$ cat config.mk
export PLATFORM = sky130hd
export DESIGN_NAME = video_bank_mapper
export DESIGN_NICKNAME = d
export VERILOG_FILES = /design/src/rtl/vbm_pkg.sv /design/src/rtl/vbm_bank_enc.sv /design/src/rtl/vbm_overlay_det.sv /design/src/rtl/vbm_data_mux.sv /design/src/rtl/video_bank_mapper.sv
export SDC_FILE = /design/constraint.sdc
export NUM_CORES = 1
export LEC_CHECK = 0
export ABC_AREA = 0
export BUFFER_PORTS_ARGS = -buffer_cell sky130_fd_sc_hd__buf_2
export CORE_MARGIN = 2
export CORE_UTILIZATION = 25
export CTS_CLUSTER_SIZE = 30
export DETAILED_ROUTE_END_ITERATION = 12
export GPL_ROUTABILITY_DRIVEN = 0
export PLACE_DENSITY = 0.8
export SLEW_MARGIN = 20
export SYNTH_ARGS = -nofsm -noshare
export SYNTH_HDL_FRONTEND = slang
export SYNTH_HIERARCHICAL = 1
export SYNTH_SLANG_ARGS = --single-unit
$ cat constraint.sdc
create_clock -name clk_i -period 1.4 [get_ports clk_i]
set_clock_uncertainty 0.2 [all_clocks]
set_input_delay 0.07 -clock clk_i [delete_from_list [all_inputs] [get_ports clk_i]]
set_output_delay 0.07 -clock clk_i [all_outputs]
set_load 0.01 [all_outputs]
$ cat src/rtl/vbm_pkg.sv
package vbm_pkg;
  localparam int unsigned VADDR_W = 14;
  localparam int unsigned BANK_W  = 2;
  localparam int unsigned DATA_W  = 8;
  localparam int unsigned ROM_AW  = 12;
  localparam int unsigned MEM_AW  = VADDR_W + BANK_W;
  localparam int unsigned PAGE_W  = VADDR_W - ROM_AW;
endpackage

$ cat src/rtl/vbm_bank_enc.sv
module vbm_bank_enc
  import vbm_pkg::*;
(
  input  logic [VADDR_W-1:0] vid_addr_i,
  input  logic [BANK_W-1:0]  bank_sel_i,
  output logic [MEM_AW-1:0]  ram_addr_o,
  output logic [ROM_AW-1:0]  rom_addr_o
);
  // port holds the bank number inverted
  assign ram_addr_o = {~bank_sel_i, vid_addr_i};
  assign rom_addr_o = vid_addr_i[ROM_AW-1:0];
endmodule

$ cat src/rtl/vbm_overlay_det.sv
module vbm_overlay_det
  import vbm_pkg::*;
#(
  parameter int unsigned READ_LAT = 1,
  parameter int unsigned OVL_PAGE = 1
) (
  input  logic              clk_i,
  input  logic              rst_ni,
  input  logic [PAGE_W-1:0] page_i,
  input  logic              bank_lo_i,
  output logic              rom_sel_o
);
  localparam logic [PAGE_W-1:0] PAGE_MATCH = PAGE_W'(OVL_PAGE);

  logic              hit;
  logic [READ_LAT-1:0] pipe_q;

  assign hit = (page_i == PAGE_MATCH) && bank_lo_i;

  // align decision with synchronous memory latency
  generate
    if (READ_LAT == 1) begin : g_single
      always_ff @(posedge clk_i or negedge rst_ni) begin
        if (!rst_ni) pipe_q <= '0;
        else         pipe_q <= hit;
      end
    end else begin : g_chain
      always_ff @(posedge clk_i or negedge rst_ni) begin
        if (!rst_ni) pipe_q <= '0;
        else         pipe_q <= {pipe_q[READ_LAT-2:0], hit};
      end
    end
  endgenerate

  assign rom_sel_o = pipe_q[READ_LAT-1];

  assert_reset_ram_R7: assert property (@(posedge clk_i) disable iff (!rst_ni)
    $rose(rst_ni) |-> !rom_sel_o);
endmodule

$ cat src/rtl/vbm_data_mux.sv
module vbm_data_mux
  import vbm_pkg::*;
(
  input  logic              rom_sel_i,
  input  logic [DATA_W-1:0] ram_rdata_i,
  input  logic [DATA_W-1:0] rom_rdata_i,
  output logic [DATA_W-1:0] vid_rdata_o
);
  always_comb begin
    if (rom_sel_i) vid_rdata_o = rom_rdata_i;
    else           vid_rdata_o = ram_rdata_i;
  end
endmodule

$ cat src/rtl/video_bank_mapper.sv
module video_bank_mapper
  import vbm_pkg::*;
#(
  parameter int unsigned READ_LAT = 1,
  parameter int unsigned OVL_PAGE = 1
) (
  input  logic               clk_i,
  input  logic               rst_ni,
  input  logic [VADDR_W-1:0] vid_addr_i,
  input  logic [BANK_W-1:0]  bank_sel_i,
  input  logic [DATA_W-1:0]  ram_rdata_i,
  input  logic [DATA_W-1:0]  rom_rdata_i,
  output logic [MEM_AW-1:0]  ram_addr_o,
  output logic [ROM_AW-1:0]  rom_addr_o,
  output logic [DATA_W-1:0]  vid_rdata_o
);
  logic rom_sel;

  vbm_bank_enc u_enc (
    .vid_addr_i (vid_addr_i),
    .bank_sel_i (bank_sel_i),
    .ram_addr_o (ram_addr_o),
    .rom_addr_o (rom_addr_o)
  );

  vbm_overlay_det #(
    .READ_LAT (READ_LAT),
    .OVL_PAGE (OVL_PAGE)
  ) u_det (
    .clk_i     (clk_i),
    .rst_ni    (rst_ni),
    .page_i    (vid_addr_i[VADDR_W-1:ROM_AW]),
    .bank_lo_i (bank_sel_i[0]),
    .rom_sel_o (rom_sel)
  );

  vbm_data_mux u_mux (
    .rom_sel_i   (rom_sel),
    .ram_rdata_i (ram_rdata_i),
    .rom_rdata_i (rom_rdata_i),
    .vid_rdata_o (vid_rdata_o)
  );

  assert_bank_inv_R1: assert property (@(posedge clk_i) disable iff (!rst_ni)
    (ram_addr_o[MEM_AW-1] != bank_sel_i[1]) && (ram_addr_o[MEM_AW-2] != bank_sel_i[0]));
  assert_low_addr_R2: assert property (@(posedge clk_i) disable iff (!rst_ni)
    ram_addr_o[VADDR_W-1:0] == vid_addr_i);
  assert_rom_addr_R3: assert property (@(posedge clk_i) disable iff (!rst_ni)
    rom_addr_o == ram_addr_o[ROM_AW-1:0]);

  generate
    if (READ_LAT == 1) begin : g_chk
      assert_rom_hit_R4: assert property (@(posedge clk_i) disable iff (!rst_ni)
        (vid_addr_i[VADDR_W-1:ROM_AW] == PAGE_W'(OVL_PAGE) && bank_sel_i[0])
        |=> (vid_rdata_o == rom_rdata_i));
      assert_ram_miss_R5: assert property (@(posedge clk_i) disable iff (!rst_ni)
        !(vid_addr_i[VADDR_W-1:ROM_AW] == PAGE_W'(OVL_PAGE) && bank_sel_i[0])
        |=> (vid_rdata_o == ram_rdata_i));
    end
  endgenerate
endmodule

==> flow_summary_export.csv, run 1 <==
group,metric,value,unit
global_routing,grt.overflow.total,0,
drt,drt_wl_total,802,um
floorplan,die_w,42.36,um
clock_tree,clk_pin_slew_worst_paths,0,ns
pwr,vdd.ir_drop.worst,164.6,uV
pwr,p_total,0.0001829,W
timing,max_freq,743.8,MHz
drt,routedWlPerCell,10.99,um
layout,n_fill_cell,137,
layout,drive_above_1_share,0.7069,
global_routing,grt_start_max_net_pins,9,
pwr,switchingPower,0.00006721,W
layout,most-common-layout-cells,"buf_2, dlygate4sd3_1, mux2_4, inv_1",
worst_setup_path,arrival,1.07,ns
timing,rsz0062_at_grt,"false",
synthesis,synth-seq-cells,1,
synthesis,synth_nets,73,
pwr,p_leak,0.2723,nW
place,io_buffers,33,
synthesis,ys_seq_area_frac,0.06803,
floorplan,floorplan.core_area,0.001334,sq mm
layout,final_cells,73,
layout,largest_register_ffs,1,
synthesis,syn_area_per_cell,9.432,sq um
drt,drc,0,
worst_setup_path,cp_data_required_time,1.13,ns
pwr,p_comb_frac,0.809,
worst_setup_path,startpoint_type,"register",
timing,hold_viol,0,
place,post-place-cells,60,
synthesis,yosysUniqueCellTypes,6,
layout,seqCellArea,25.02,sq um
global_routing,grt_pass1_wl,1097,um
timing,relSlewSlack,0.6997,
status,status,"finished, final reports clean",
timing,worst_pin_slew,0.4504,ns
min_path,hp-class,"in2out",
floorplan,num_rows,13,
floorplan,start_util,0.2758,
drt,via_count,313,
floorplan,dieHeight,42.36,um
pwr,swShare,0.3675,
global_routing,antenna_found_initial,0,
layout,final_common_cell,"buf_2",
drt,firstDrtPassIters,2,
timing,drv_slew,0,
synthesis,yosysWarnings,6,
synthesis,synth_cells,39,
place,place_area,345.3,sq um
layout,multi_input_area,128.9,sq um
drt,ant_nets,0,
drt,vias_per_cell,4.288,
layout,area_growth,29.25,%
flow_run,drv_cap,0,
pwr,internal_power,0.0001157,W
timing,tns,0,ns
timing,min_period,1.344,ns
worst_setup_path,crit_path_max_fanout,8,
timing,finalCritPeriodShare,0.9603,
layout,diodes,0,
layout,final_cell_area,475.5,sq um
global_routing,grt_pass1_vias,273,
worst_setup_path,end_kind,"output port",
synthesis,synthesis.area,367.9,sq um
floorplan,io_pins,70,
layout,finalNetCount,94,
pwr,seqPwrFrac,0.191,
drt,drt_iter0_markers,1,
timing,finalSetupViolations,0,
pwr,power_density,384.7,mW/mm^2
floorplan,die_area,0.001794,sq mm
worst_setup_path,crit_type,"reg2out",
global_routing,grt_usage,0.07368,
pwr,clkPwrFrac,0,
routing by layer:
layer  vias up  global-route usage  routed length, um
li1        135                   -                  -
met1       130             0.06616                210
met2        46              0.1600                403
met3         2             0.02155                176
met4         0            0.006250                 12
met5         -                   0                  0
stage by stage:
step,worst slack (ns),hold slack [ns],utilization
2_1_floorplan,0.3309,-0.4256,-
3_3_place_gp,0.09485,-0.3559,0.2589
3_5_place_dp,0.05595,-0.3541,0.2589
4_1_cts,0.05595,0.1379,0.3565
5_1_grt,0.002442,0.1484,0.3565
6_report,0.05563,0.1371,0.3565
worst max-delay path, cell delays in order (launching register included):
cell and delay (ns):
dfrtp_1 0.60, mux2_4 0.34, buf_2 0.14
power groups by stage:
stage          logic [W]  clock network (W)  registers (W)
6_report        0.000148                  0      0.0000350
3_5_place_dp   0.0000936                  0      0.0000350
2_1_floorplan   0.000123                  0      0.0000310
3_3_place_gp   0.0000921                  0      0.0000345
5_1_grt         0.000158                  0      0.0000356
4_1_cts         0.000149                  0      0.0000350
cell usage after synthesis:
cell | count | area share
and3b_1 | 1 | 0.024
buf_4 | 26 | 0.53
buf_6 | 1 | 0.031
dfrtp_1 | 1 | 0.068
inv_1 | 2 | 0.020
mux2_4 | 8 | 0.33
layout make-up:
type                            count  share of cell area
Timing Repair Buffer               46              0.6211
Multi-Input combinational cell      9              0.2711
Sequential cell                     1             0.05263
Tap cell                           15             0.03947
Inverter                            2             0.01579
final timing paths:
check                           startpoint         endpoint  slack, ns  cells past startpoint
max                        u_det/rom_sel_o   vid_rdata_o[6]       0.06                      2
min                         vid_addr_i[12]   ram_addr_o[12]       0.14                      2
max in group asynchronous           rst_ni  u_det/rom_sel_o       0.71                      2
min in group asynchronous           rst_ni  u_det/rom_sel_o       0.20                      2
what timing repair did:
action / 4_1_cts / 5_1_grt
hold buffers: 13 / 0
hold endpoints to repair: 25 / 0
setup buffers: 0 / 0
resized for setup: 0 / 0
cell families (layout without fill, tap and decap cells):
group / after synthesis / after routing / synth area share
buffers and inverters: 29 / 48 / 0.5816
flip-flops: 1 / 1 / 0.06802
multiplexers: 8 / 8 / 0.3265
AND/OR/NAND/NOR: 1 / 1 / 0.02381
Note: power is estimated with default switching activity, not from simulation.
==> run 2: changes to the inputs <==
==> constraint.sdc (replaced) <==
create_clock -name clk_i -period 1.4 [get_ports clk_i]
set_clock_uncertainty 0.2 [all_clocks]
set_input_delay 0.14 -clock clk_i [delete_from_list [all_inputs] [get_ports clk_i]]
set_output_delay 0.14 -clock clk_i [all_outputs]
set_load 0.01 [all_outputs]
==> run 2 against run 1 <==
  * Utilization is 8.9 points lower
  * First-iteration DRC count stayed put
  * Cell count is 16% lower
  * Final area is 25% lower
  * Routed wire length is 17% lower
  * Power is 29% lower
  * Critical path type unchanged
==> flow_summary_export.csv, run 2 (same netlist as run 1, synthesis figures left out) <==
group,metric,value,unit
worst_setup_path,crit_type,"reg2out",
floorplan,start_util,0.2758,
floorplan,io_pins,70,
clock_tree,clk_pin_slew_worst_paths,0,ns
worst_setup_path,crit_chain,"mux2_4 > buf_2",
global_routing,grt_usage,0.06491,
flow_run,drv_cap,0,
drt,drc,0,
worst_setup_path,worst-path-buf-inv,1,
timing,worst_pin_slew,0.2530,ns
pwr,vdd.ir_drop.worst,149.7,uV
timing,finalSetupViolations,0,
worst_setup_path,end_kind,"output port",
layout,finalNetCount,82,
layout,area_growth,-3.061,%
floorplan,die_w,42.36,um
worst_setup_path,cp_data_required_time,1.06,ns
layout,most-common-layout-cells,"buf_2, mux2_4, inv_1",
timing,hold_slack,0.08001,ns
floorplan,dieHeight,42.36,um
layout,final_cell_area,356.6,sq um
floorplan,floorplan.core_area,0.001334,sq mm
layout,largest_register_ffs,1,
worst_setup_path,crit_cells,2,
drt,vias_per_cell,4.311,
status,status,"finished, final reports clean",
worst_setup_path,startpoint,"u_det/rom_sel_o",
timing,rsz0062_at_grt,"false",
timing,drv_slew,0,
layout,final_cells,61,
timing,hold_viol,0,
worst_setup_path,startpoint_type,"register",
worst_setup_path,crit_end,"vid_rdata_o[6]",
drt,drt_wl_total,665,um
layout,fin_util,0.2674,
layout,final_common_cell,"buf_2",
layout,drive_above_1_share,0.9130,
worst_setup_path,cpMaxStageDelayCell,"dfrtp_2",
global_routing,grt_pass1_wl,972,um
floorplan,die_area,0.001794,sq mm
worst_setup_path,arrival,0.95,ns
place,post-place-cells,60,
drt,via_count,263,
worst_setup_path,crit_path_max_fanout,8,
timing,min_period,1.294,ns
place,io_buffers,33,
floorplan,num_rows,13,
global_routing,grt.overflow.total,0,
min_path,hp-class,"in2out",
drt,drt_iter0_markers,1,
global_routing,antenna_found_initial,0,
drt,firstDrtPassIters,2,
worst_setup_path,cp_slowest_stage_delay,0.49,ns
global_routing,grt_start_max_net_pins,9,
worst_setup_path,crit_family,"flip-flops",
timing,finalCritPeriodShare,0.9242,
timing,relSlewSlack,0.8313,
drt,routedWlPerCell,10.90,um
timing,max_freq,772.9,MHz
global_routing,grt_pass1_vias,247,
pwr,power_density,364.6,mW/mm^2
place,place_area,345.3,sq um
pwr,p_leak,0.2206,nW
drt,ant_nets,0,
timing,tns,0,ns
layout,diodes,0,
-- run 2: cell types whose count changed in the layout (fill, tap and decap cells not counted), sizes merged --
cell	delta
dlygate4sd3	-12
-- run 2: worst min path at each step --
| stage | startpoint | endpoint | slack (ns) | cells past startpoint |
|---|---|---|---|---|
| global route | vid_addr_i[0] | rom_addr_o[0] | 0.08 | 0 |
| detailed placement | rst_ni | u_det/rom_sel_o | -0.28 | 1 |
| global placement | rst_ni | u_det/rom_sel_o | -0.29 | 1 |
| floorplan | rst_ni | u_det/rom_sel_o | -0.36 | 0 |
| finish | vid_addr_i[5] | rom_addr_o[5] | 0.08 | 0 |
| CTS | vid_addr_i[3] | rom_addr_o[3] | 0.08 | 0 |
-- run 2: timing repair --
action / in CTS / in global routing
resized for setup: 1 / 0
endpoints found under the setup margin: 8 / 0
hold endpoints to repair: 1 / 0
setup buffers: 0 / 0
hold buffers: 1 / 0
-- run 2: area by class of cell --
type / instances / area [sq um]
Fill cell: 146 / 977.2
Inverter: 2 / 7.507
Multi-Input combinational cell: 9 / 128.9
Sequential cell: 1 / 26.28
Tap cell: 15 / 18.77
Timing Repair Buffer: 34 / 175.2
-- run 2: stage by stage --
stage	power [W]	setup WS, ns
after detailed placement	0.0001286	-0.01405
after floorplan	0.0001544	0.2609
after global placement	0.0001267	0.02484
after global routing	0.0001376	0.07140
after CTS	0.0001314	0.1065
final	0.0001300	0.1062
-- run 2: per-layer routing --
metal	GRT usage	routed length, um
met1	0.05344	196
met2	0.1292	279
met3	0.02586	171
met4	0.03125	17
met5	0	0
-- run 2: report_power, final --
part	switching (W)	total [W]	leakage (nW)	internal [W]
Combinational	0.0000328	0.0000948	0.209	0.0000620
Clock	0	0	0	0
Sequential	0.00000453	0.0000353	0.0119	0.0000307
Total	0.0000373	0.000130	0.221	0.0000927
